**src/rtl/posit_pkg.sv**
```systemverilog
package posit_pkg;

    // Classification of one decoded word
    typedef enum logic [1:0] {
        WORD_NUM  = 2'd0,
        WORD_ZERO = 2'd1,
        WORD_NAR  = 2'd2
    } word_kind_e;

endpackage

```
**src/rtl/posit_lead_count.sv**
```systemverilog
// Counts leading zeros of a W-bit vector; all-zero gives W.
module posit_lead_count #(
    parameter int W  = 7,
    parameter int CW = $clog2(W + 1)
) (
    input  logic [W-1:0]  vec,
    output logic [CW-1:0] count
);
    always_comb begin
        count = CW'(W);
        for (int i = 0; i < W; i++) begin
            if (vec[i]) count = CW'(W - 1 - i);
        end
    end
endmodule

```
**src/rtl/posit_left_shift.sv**
```systemverilog
// Logarithmic left shifter, zeros fill from the right.
module posit_left_shift #(
    parameter int W  = 7,
    parameter int SB = 3
) (
    input  logic [W-1:0]  din,
    input  logic [SB-1:0] amt,
    output logic [W-1:0]  dout
);
    logic [W-1:0] stage [SB+1];

    assign stage[0] = din;

    for (genvar s = 0; s < SB; s++) begin : g_stage
        localparam int STEP = 1 << s;
        if (STEP >= W) begin : g_clear
            assign stage[s+1] = amt[s] ? '0 : stage[s];
        end else begin : g_move
            assign stage[s+1] = amt[s] ? {stage[s][W-1-STEP:0], {STEP{1'b0}}} : stage[s];
        end
    end

    assign dout = stage[SB];
endmodule

```
**src/rtl/posit_word_decode.sv**
```systemverilog
// Decodes one posit word into sign, scale exponent and mantissa.
module posit_word_decode
    import posit_pkg::*;
#(
    parameter int NW = 8,
    parameter int ES = 1,
    localparam int BW  = NW - 1,
    localparam int KW  = $clog2(NW),
    localparam int RW  = KW + 1,
    localparam int SW  = RW + ES,
    localparam int MW  = NW - ES,
    localparam int SB  = $clog2(NW + 1),
    localparam int EXW = (ES > 0) ? ES : 1
) (
    input  logic [NW-1:0] word,
    output logic          sign,
    output logic [SW-1:0] scale,
    output logic [MW-1:0] mant,
    output word_kind_e    kind
);
    localparam logic [RW-1:0] ONE_R = RW'(1);

    logic [NW-1:0]  mag;
    logic [BW-1:0]  body;
    logic           run_bit;
    logic [BW-1:0]  probe;
    logic [KW-1:0]  run_len;
    logic [SB-1:0]  strip;
    logic [BW-1:0]  rest;
    logic [RW-1:0]  run_ext;
    logic [RW-1:0]  regime;
    logic [EXW-1:0] exp_f;
    logic           is_zero;
    logic           is_nar;

    assign is_zero = (word == '0);
    assign is_nar  = (word == {1'b1, {BW{1'b0}}});

    // magnitude from two's complement when negative
    assign mag     = word[NW-1] ? (~word + NW'(1)) : word;
    assign body    = mag[BW-1:0];
    assign run_bit = body[BW-1];
    assign probe   = run_bit ? ~body : body;

    posit_lead_count #(.W(BW), .CW(KW)) u_count (
        .vec   (probe),
        .count (run_len)
    );

    // drop the run and its terminator
    assign strip = SB'(run_len) + SB'(1);

    posit_left_shift #(.W(BW), .SB(SB)) u_shift (
        .din  (body),
        .amt  (strip),
        .dout (rest)
    );

    assign run_ext = {1'b0, run_len};
    assign regime  = run_bit ? (run_ext - ONE_R) : (~run_ext + ONE_R);

    if (ES > 0) begin : g_exp
        assign exp_f = rest[BW-1 -: ES];
    end else begin : g_noexp
        assign exp_f = 1'b0;
    end

    always_comb begin
        if (is_zero) begin
            kind  = WORD_ZERO;
            sign  = 1'b0;
            scale = '0;
            mant  = '0;
        end else if (is_nar) begin
            kind  = WORD_NAR;
            sign  = 1'b0;
            scale = '0;
            mant  = '0;
        end else begin
            kind  = WORD_NUM;
            sign  = word[NW-1];
            scale = (SW'($signed(regime)) << ES) | SW'(exp_f);
            mant  = {1'b1, rest[BW-1-ES:0]};
        end
    end
endmodule

```
**src/rtl/posit_pair_decode.sv**
```systemverilog
// Lane-parallel operand decoder with product sign/exponent and one output register.
module posit_pair_decode
    import posit_pkg::*;
#(
    parameter int LANES = 4,
    parameter int NW    = 8,
    parameter int ES    = 1,
    localparam int KW   = $clog2(NW),
    localparam int SW   = KW + 1 + ES,
    localparam int PW   = SW + 1,
    localparam int MW   = NW - ES
) (
    input  logic                       clk,
    input  logic                       rst_n,
    input  logic [LANES-1:0][NW-1:0]   vec_a,
    input  logic [LANES-1:0][NW-1:0]   vec_b,
    input  logic [NW-1:0]              acc_in,
    output logic [LANES-1:0]           prod_sign,
    output logic [LANES-1:0][PW-1:0]   prod_exp,
    output logic [LANES-1:0][MW-1:0]   man_a,
    output logic [LANES-1:0][MW-1:0]   man_b,
    output logic [LANES-1:0]           prod_zero,
    output logic [LANES-1:0]           prod_nar,
    output logic                       acc_sign,
    output logic [SW-1:0]              acc_scale,
    output logic [MW-1:0]              acc_man,
    output logic                       acc_zero,
    output logic                       acc_nar
);
    logic [LANES-1:0]         ps_d, pz_d, pn_d;
    logic [LANES-1:0][PW-1:0] pe_d;
    logic [LANES-1:0][MW-1:0] ma_d, mb_d;

    for (genvar i = 0; i < LANES; i++) begin : g_lane
        logic          sa, sb;
        logic [SW-1:0] ea, eb;
        word_kind_e    ka, kb;

        posit_word_decode #(.NW(NW), .ES(ES)) u_dec_a (
            .word (vec_a[i]), .sign (sa), .scale (ea), .mant (ma_d[i]), .kind (ka)
        );
        posit_word_decode #(.NW(NW), .ES(ES)) u_dec_b (
            .word (vec_b[i]), .sign (sb), .scale (eb), .mant (mb_d[i]), .kind (kb)
        );

        always_comb begin
            pn_d[i] = (ka == WORD_NAR) || (kb == WORD_NAR);
            pz_d[i] = !pn_d[i] && ((ka == WORD_ZERO) || (kb == WORD_ZERO));
            if (pn_d[i] || pz_d[i]) begin
                ps_d[i] = 1'b0;
                pe_d[i] = '0;
            end else begin
                ps_d[i] = sa ^ sb;
                pe_d[i] = PW'($signed(ea)) + PW'($signed(eb));
            end
        end
    end

    logic          as_d;
    logic [SW-1:0] ae_d;
    logic [MW-1:0] am_d;
    word_kind_e    ak_d;

    posit_word_decode #(.NW(NW), .ES(ES)) u_dec_acc (
        .word (acc_in), .sign (as_d), .scale (ae_d), .mant (am_d), .kind (ak_d)
    );

    always_ff @(posedge clk or negedge rst_n) begin
        if (!rst_n) begin
            prod_sign <= '0;
            prod_exp  <= '0;
            man_a     <= '0;
            man_b     <= '0;
            prod_zero <= '0;
            prod_nar  <= '0;
            acc_sign  <= 1'b0;
            acc_scale <= '0;
            acc_man   <= '0;
            acc_zero  <= 1'b0;
            acc_nar   <= 1'b0;
        end else begin
            prod_sign <= ps_d;
            prod_exp  <= pe_d;
            man_a     <= ma_d;
            man_b     <= mb_d;
            prod_zero <= pz_d;
            prod_nar  <= pn_d;
            acc_sign  <= as_d;
            acc_scale <= ae_d;
            acc_man   <= am_d;
            acc_zero  <= (ak_d == WORD_ZERO);
            acc_nar   <= (ak_d == WORD_NAR);
        end
    end
endmodule

```
**config.mk**
```make
export PLATFORM = sky130hd
export DESIGN_NAME = posit_pair_decode
export DESIGN_NICKNAME = d
export VERILOG_FILES = /design/src/rtl/posit_pkg.sv /design/src/rtl/posit_lead_count.sv /design/src/rtl/posit_left_shift.sv /design/src/rtl/posit_word_decode.sv /design/src/rtl/posit_pair_decode.sv
export SDC_FILE = /design/constraint.sdc
export NUM_CORES = 1
export LEC_CHECK = 0
export ABC_AREA = 1
export BUFFER_PORTS_ARGS = -buffer_cell sky130_fd_sc_hd__buf_2
export CORE_ASPECT_RATIO = 0.7
export CORE_UTILIZATION = 62
export CTS_BUF_LIST = sky130_fd_sc_hd__clkbuf_16
export DETAILED_ROUTE_END_ITERATION = 6
export PLACE_DENSITY = 0.95
export SYNTH_ARGS = -nofsm -noshare
export SYNTH_HDL_FRONTEND = slang
export SYNTH_HIERARCHICAL = 1
export SYNTH_SLANG_ARGS = --single-unit
```
**constraint.sdc**
```tcl
create_clock -name clk -period 0.8 [get_ports clk]
set_input_delay 0.08 -clock clk [delete_from_list [all_inputs] [get_ports clk]]
set_output_delay 0.08 -clock clk [all_outputs]
set_load 0.02 [all_outputs]
```
==> impl_metrics.json, run 1 <==
{
  "hold_buffers": 1,
  "outcome": "did not finish",
  "synth.top_cell.area_share_pct": 22.82,
  "synth-main-ff-cell": "sky130_fd_sc_hd__dfrtp_1",
  "first-error": "[ERROR DPL-0038] Utilization greater than 100%, impossible to legalize",
  "cts_sinks": 107,
  "row_count": 41,
  "clock_tree.buffer_depth": 2,
  "ys_warn_count": 6,
  "cts.root.buffer_cell": "sky130_fd_sc_hd__clkbuf_16",
  "h_tree_lvl_count": 3,
  "number_of_synthesized_flops_with_an_enable_pin": 0,
  "die-height_microns": 117.1,
  "initial_utilization_pct": 64.25,
  "cts_resized": 601,
  "postCtsSetupBuffers": 98,
  "synth.lib_cells_used.distinct": 35,
  "synth.most_common_cell": "sky130_fd_sc_hd__nand2_1",
  "netlist_area_sq_um": 11730,
  "synth.ff_latch_count": 107,
  "place_congestion": 0.9955,
  "post_synth_most_frequent_cells": "sky130_fd_sc_hd__nand2_1 (404), sky130_fd_sc_hd__inv_1 (255), sky130_fd_sc_hd__nor2_1 (178), sky130_fd_sc_hd__nand3_1 (144), sky130_fd_sc_hd__dfrtp_1 (107)",
  "synth-async-reset-ratio_pct": 100.0,
  "outcome.stop_stage": "4_1_cts",
  "numCtsBuffers": 9,
  "hpwl_microns": 31650,
  "io_pins": 181,
  "port_buffers": 180,
  "ys_top_cells_by_area": "sky130_fd_sc_hd__dfrtp_1 (23%), sky130_fd_sc_hd__nand2_1 (13%), sky130_fd_sc_hd__inv_1 (8.2%)",
  "largest_area_contributor_in_the_synthesized_netlist": "sky130_fd_sc_hd__dfrtp_1",
  "synth_cells": 1730,
  "synth.yosys.seq_area_share_pct": 22.82,
  "synthesis.area_per_instance_sq_um": 6.783,
  "die_w_microns": 166.4
}
metrics by stage:
step                TNS (ps)  instances  hold slack [ps]  setup WS (ps)  instance area (sq um)
floorplan            -126500       1748           -215.6          -2097                  12800
global placement     -160340       2489           -66.75          -2363                  16330
detailed placement   -179680       2489           -62.77          -2671                  16330
kinds of logic after synthesis:
group,after synthesis,share of synthesized area (%)
adders and majority gates,60,6.654
other,9,0.2879
and+or+nand+nor,994,42.59
AOI/OAI and AO/OA,123,7.358
xor gates and xnor gates,76,5.673
buffers and inverters,361,14.62
DFF,107,22.82
==> run 2: changes to the inputs <==
--- a/config.mk
+++ b/config.mk
@@ -7,11 +7,9 @@
 export LEC_CHECK = 0
 export ABC_AREA = 1
 export BUFFER_PORTS_ARGS = -buffer_cell sky130_fd_sc_hd__buf_2
-export CORE_ASPECT_RATIO = 0.7
-export CORE_UTILIZATION = 62
-export CTS_BUF_LIST = sky130_fd_sc_hd__clkbuf_16
+export CORE_UTILIZATION = 40
 export DETAILED_ROUTE_END_ITERATION = 6
-export PLACE_DENSITY = 0.95
+export PLACE_DENSITY_LB_ADDON = 0.15
 export SYNTH_ARGS = -nofsm -noshare
 export SYNTH_HDL_FRONTEND = slang
 export SYNTH_HIERARCHICAL = 1
==> run 2 against run 1 <==
Compared with the run above: the flow now finishes, with violations (negative setup slack); synthesized cell count stayed put; area after synthesis did not move.
==> impl_metrics.json, run 2 <==
{
  "post_synth_fa_ha_maj_area_fraction_pct": 6.654,
  "end_kind": "flop",
  "finalHoldViolations": 0,
  "routedWlPerCell_microns": 12.85,
  "h_tree_lvl_count": 3,
  "setup_viol_count_final": 206,
  "largest_area_contributor_in_the_synthesized_netlist": "sky130_fd_sc_hd__dfrtp_1",
  "synth_top_family_by_area": "simple AND/OR/NAND/NOR gates",
  "first_global_vias": 12790,
  "rsz0062_at_grt": "yes",
  "outcome": "finished with violations",
  "placeableCoreArea_sq_um": 28780,
  "preCtsSetupSlack_ps": -2537,
  "drt-vias-per-instance": 4.671,
  "power_frac_comb_pct": 69.9,
  "cpMaxStageDelayCell": "sky130_fd_sc_hd__fa_2",
  "synth.most_common_cell": "sky130_fd_sc_hd__nand2_1",
  "drt_pass1_iterations": 4,
  "cap_viol_max_count": 0,
  "cell_internal_pwr_mw": 22.89,
  "synth_compound_gate_area_share_pct": 7.358,
  "number_of_synthesized_flops_with_an_enable_pin": 0,
  "die-height_microns": 173.3,
  "numCtsBuffers": 9,
  "tritoncts": "yes",
  "cp_bufs_invs": 6,
  "switching_share_pct": 43.80,
  "layout.cells.most_common": "sky130_fd_sc_hd__buf_4",
  "power.share.sequential_pct": 19.2,
  "ant_nets": 0,
  "final_critical_path_setup_slack_ps": -2075,
  "first_pass_grt_wire_length_microns": 57660,
  "cts.root.buffer_cell": "sky130_fd_sc_hd__clkbuf_16",
  "power.net_switching_mw": 17.84,
  "grt-ovfl-total": 0,
  "clock_tree.buffer_depth": 2,
  "max_freq_mhz": 347.8,
  "drt_iter0_drc": 544,
  "place_congestion": 0.9096,
  "ys_warn_count": 6,
  "crit_path_start_kind": "input pin",
  "worstSetupPathDepth": 26,
  "path_common_cell": "sky130_fd_sc_hd__nand2_1",
  "clkSlewWorstSetupHoldPaths_ps": 80,
  "timing_max_transition_violations_final": 0,
  "number_of_antenna_violations_at_the_first_check_in_global_routing": 0,
  "grt_start_max_net_pins": 52,
  "initial_utilization_pct": 40.77,
  "min_period_ps": 2875,
  "area_delta_synth_final_pct": 77.30,
  "power.static_leakage_nw": 10.64,
  "cp_data_required_time_ps": 1060,
  "synth-main-ff-cell": "sky130_fd_sc_hd__dfrtp_1",
  "holdCritPathClass": "in -> reg",
  "data_arrival_time_of_the_worst_path_ps": 3130,
  "final.period_utilization_pct": 359.4,
  "io_pins": 181,
  "drc_errors": 0,
  "synth.ff_latch_count": 107,
  "critPathTopFamily": "adder cells",
  "grt_usage_pct": 22.83,
  "synth_cells": 1730,
  "routed_wirelength_microns": 35780,
  "ys_top_cells_by_area": "sky130_fd_sc_hd__dfrtp_1 (23%), sky130_fd_sc_hd__nand2_1 (13%), sky130_fd_sc_hd__inv_1 (8.2%)",
  "die_area_sq_um": 30020,
  "synth-xor-area-share_pct": 5.673,
  "mostFrequentLayoutCells": "sky130_fd_sc_hd__buf_4 (426), sky130_fd_sc_hd__nand2_1 (321), sky130_fd_sc_hd__inv_1 (197)",
  "synthesis.area_per_instance_sq_um": 6.783,
  "hpwl_microns": 24590,
  "drive_gt1_share_pct": 61.35,
  "route.vias.total": 13010,
  "cts_sinks": 107,
  "muxShareOfSynthArea_pct": 0,
  "n_antenna_cell": 0,
  "worst_ir_drop_vdd_v": 0.001453,
  "pwr-share-clk_pct": 11.0,
  "row_count": 62,
  "nNetsFinal": 2530,
  "synth.lib_cells_used.distinct": 35,
  "top_regs": "man_a x28, man_b x28, prod_exp x24",
  "critical_path_s_largest_stage_delay_ps": 390,
  "pwr_density_cell_nw_per_um2": 1958,
  "synth-async-reset-ratio_pct": 100.0,
  "failing_checks": "negative setup slack",
  "port_buffers": 180,
  "netlist_area_sq_um": 11730,
  "crit_path_class": "in -> reg",
  "timing.critical_path.fanout_max": 7,
  "worstHoldPathCells": 3,
  "post_synth_most_frequent_cells": "sky130_fd_sc_hd__nand2_1 (404), sky130_fd_sc_hd__inv_1 (255), sky130_fd_sc_hd__nor2_1 (178), sky130_fd_sc_hd__nand3_1 (144), sky130_fd_sc_hd__dfrtp_1 (107)",
  "synth.yosys.seq_area_share_pct": 22.82,
  "synth.top_cell.area_share_pct": 22.82,
  "post_synth_and_or_nand_nor_area_fraction_pct": 42.59,
  "die_w_microns": 173.3,
  "final_util_pct": 72.29
}
[run 2: cell counts after synthesis]
Identical to the previous run, type by type.
[run 2: worst paths after layout]
| kind | start | end | slack, ps |
|---|---|---|---|
| max | vec_a[1] | prod_exp[2] | -2080 |
| min | acc_in[6] | acc_man[6] | 20 |
| max in group asynchronous | rst_n | man_b[8] | 220 |
| min in group asynchronous | rst_n | man_a[2] | 70 |
[run 2: cell type report]
cell class / instances / area, sq um
sequential: 107 / 2678
clock inverter: 7 / 61.31
timing repair buffer: 691 / 5967
tap: 384 / 480.5
multi-input combinational: 1280 / 9907
clock buffer: 9 / 225.2
inverter: 307 / 1485
fill: 2109 / 7976
[run 2: kinds of logic after synthesis]
logic type                 after synthesis
AOI/OAI and AO/OA                      123
xor gates and xnor gates                76
adders and majority gates               60
buffers and inverters                  361
DFF                                    107
other                                    9
and+or+nand+nor                        994
[run 2: repair_timing]
action / in CTS / in global routing
setup endpoints to repair: 206 / 209
pin swaps: 240 / 251
hold buffers: 1 / 0
buffers inserted: 113 / 70
gates cloned: 0 / 0
endpoints found under the hold margin: 108 / 0
resized for setup: 562 / 276
[run 2: layer usage]
layer  share of wire [%]  GRT usage, %
met5                   0             0
met4                 2.1         5.863
met3                 3.1         3.070
met2                  52         40.93
met1                  43         28.64
[run 2: per-stage QoR]
stage	TNS, ps	cells	hold slack [ps]	power (mW)	area [sq um]
after floorplan	-126500	1748	-215.6	21.47	12800
after global placement	-165550	2646	-86.63	28.10	16570
after detailed placement	-169680	2646	-87.30	28.35	16570
after CTS	-136740	2754	-9.313	38.04	19510
after global routing	-163160	2785	22.58	43.65	20800
final	-144200	2785	22.16	40.72	20800
[run 2: power groups by stage]
stage / Sequential (mW) / Clock, mW / Combinational, mW
CTS: 7.82 / 4.69 / 25.5
global placement: 7.52 / 0 / 20.6
detailed placement: 7.50 / 0 / 20.8
global route: 7.94 / 4.87 / 30.8
finish: 7.81 / 4.47 / 28.4
floorplan: 9.48 / 0 / 12.0
Note: power is estimated with default switching activity, not from simulation.
==> run 3: changes to the inputs <==
--- a/config.mk
+++ b/config.mk
@@ -7,7 +7,7 @@
 export LEC_CHECK = 0
 export ABC_AREA = 1
 export BUFFER_PORTS_ARGS = -buffer_cell sky130_fd_sc_hd__buf_2
-export CORE_UTILIZATION = 40
+export CORE_UTILIZATION = 64
 export DETAILED_ROUTE_END_ITERATION = 6
 export PLACE_DENSITY_LB_ADDON = 0.15
 export SYNTH_ARGS = -nofsm -noshare
==> run 3 against run 2 <==
Compared with the run above: the run now fails in 4_1_cts; area after synthesis did not move; synthesized cell count did not move.
==> impl_metrics.json, run 3 <==
{
  "outcome": "did not finish",
  "outcome.stop_stage": "4_1_cts",
  "first-error": "[ERROR DPL-0038] Utilization greater than 100%, impossible to legalize",
  "postCtsSetupBuffers": 117,
  "initial_utilization_pct": 65.32,
  "synth_cells": 1730,
  "h_tree_lvl_count": 3,
  "synth.ff_latch_count": 107,
  "synth-async-reset-ratio_pct": 100.0,
  "synth-main-ff-cell": "sky130_fd_sc_hd__dfrtp_1",
  "synth_compound_gate_area_share_pct": 7.358,
  "io_pins": 181,
  "preCtsSetupSlack_ps": -2832,
  "die_w_microns": 137.4,
  "hpwl_microns": 31560,
  "die-height_microns": 137.4,
  "netlist_area_sq_um": 11730,
  "post_synth_fa_ha_maj_area_fraction_pct": 6.654,
  "synthesis.area_per_instance_sq_um": 6.783,
  "ys_warn_count": 6,
  "muxShareOfSynthArea_pct": 0,
  "port_buffers": 180,
  "row_count": 49,
  "numCtsBuffers": 9,
  "clock_tree.buffer_depth": 2,
  "synth.lib_cells_used.distinct": 35,
  "synth_top_family_by_area": "simple AND/OR/NAND/NOR gates",
  "largest_area_contributor_in_the_synthesized_netlist": "sky130_fd_sc_hd__dfrtp_1",
  "number_of_synthesized_flops_with_an_enable_pin": 0,
  "post_synth_and_or_nand_nor_area_fraction_pct": 42.59,
  "cts_sinks": 107,
  "synth-xor-area-share_pct": 5.673,
  "synth.yosys.seq_area_share_pct": 22.82,
  "place_congestion": 0.9601,
  "cts_resized": 740,
  "synth.most_common_cell": "sky130_fd_sc_hd__nand2_1",
  "cts.root.buffer_cell": "sky130_fd_sc_hd__clkbuf_16",
  "ys_top_cells_by_area": "sky130_fd_sc_hd__dfrtp_1 (23%), sky130_fd_sc_hd__nand2_1 (13%), sky130_fd_sc_hd__inv_1 (8.2%)",
  "hold_buffers": 1,
  "synth.top_cell.area_share_pct": 22.82,
  "post_synth_most_frequent_cells": "sky130_fd_sc_hd__nand2_1 (404), sky130_fd_sc_hd__inv_1 (255), sky130_fd_sc_hd__nor2_1 (178), sky130_fd_sc_hd__nand3_1 (144), sky130_fd_sc_hd__dfrtp_1 (107)"
}
run 3: cell counts after synthesis:
No cell type changed its count.
run 3: kinds of logic after synthesis:
| kind of cell | Yosys count |
|---|---|
| adders and majority gates | 60 |
| buffers and inverters | 361 |
| DFF | 107 |
| AOI/OAI and AO/OA | 123 |
| xor gates and xnor gates | 76 |
| and+or+nand+nor | 994 |
| other | 9 |
run 3: through the flow:
stage	instances	instance area [sq um]	hold WS (ps)	util, %
2_1_floorplan	1748	12800	-215.6	-
3_3_place_gp	2493	16400	-68.47	91.29
3_5_place_dp	2493	16400	-59.87	91.29
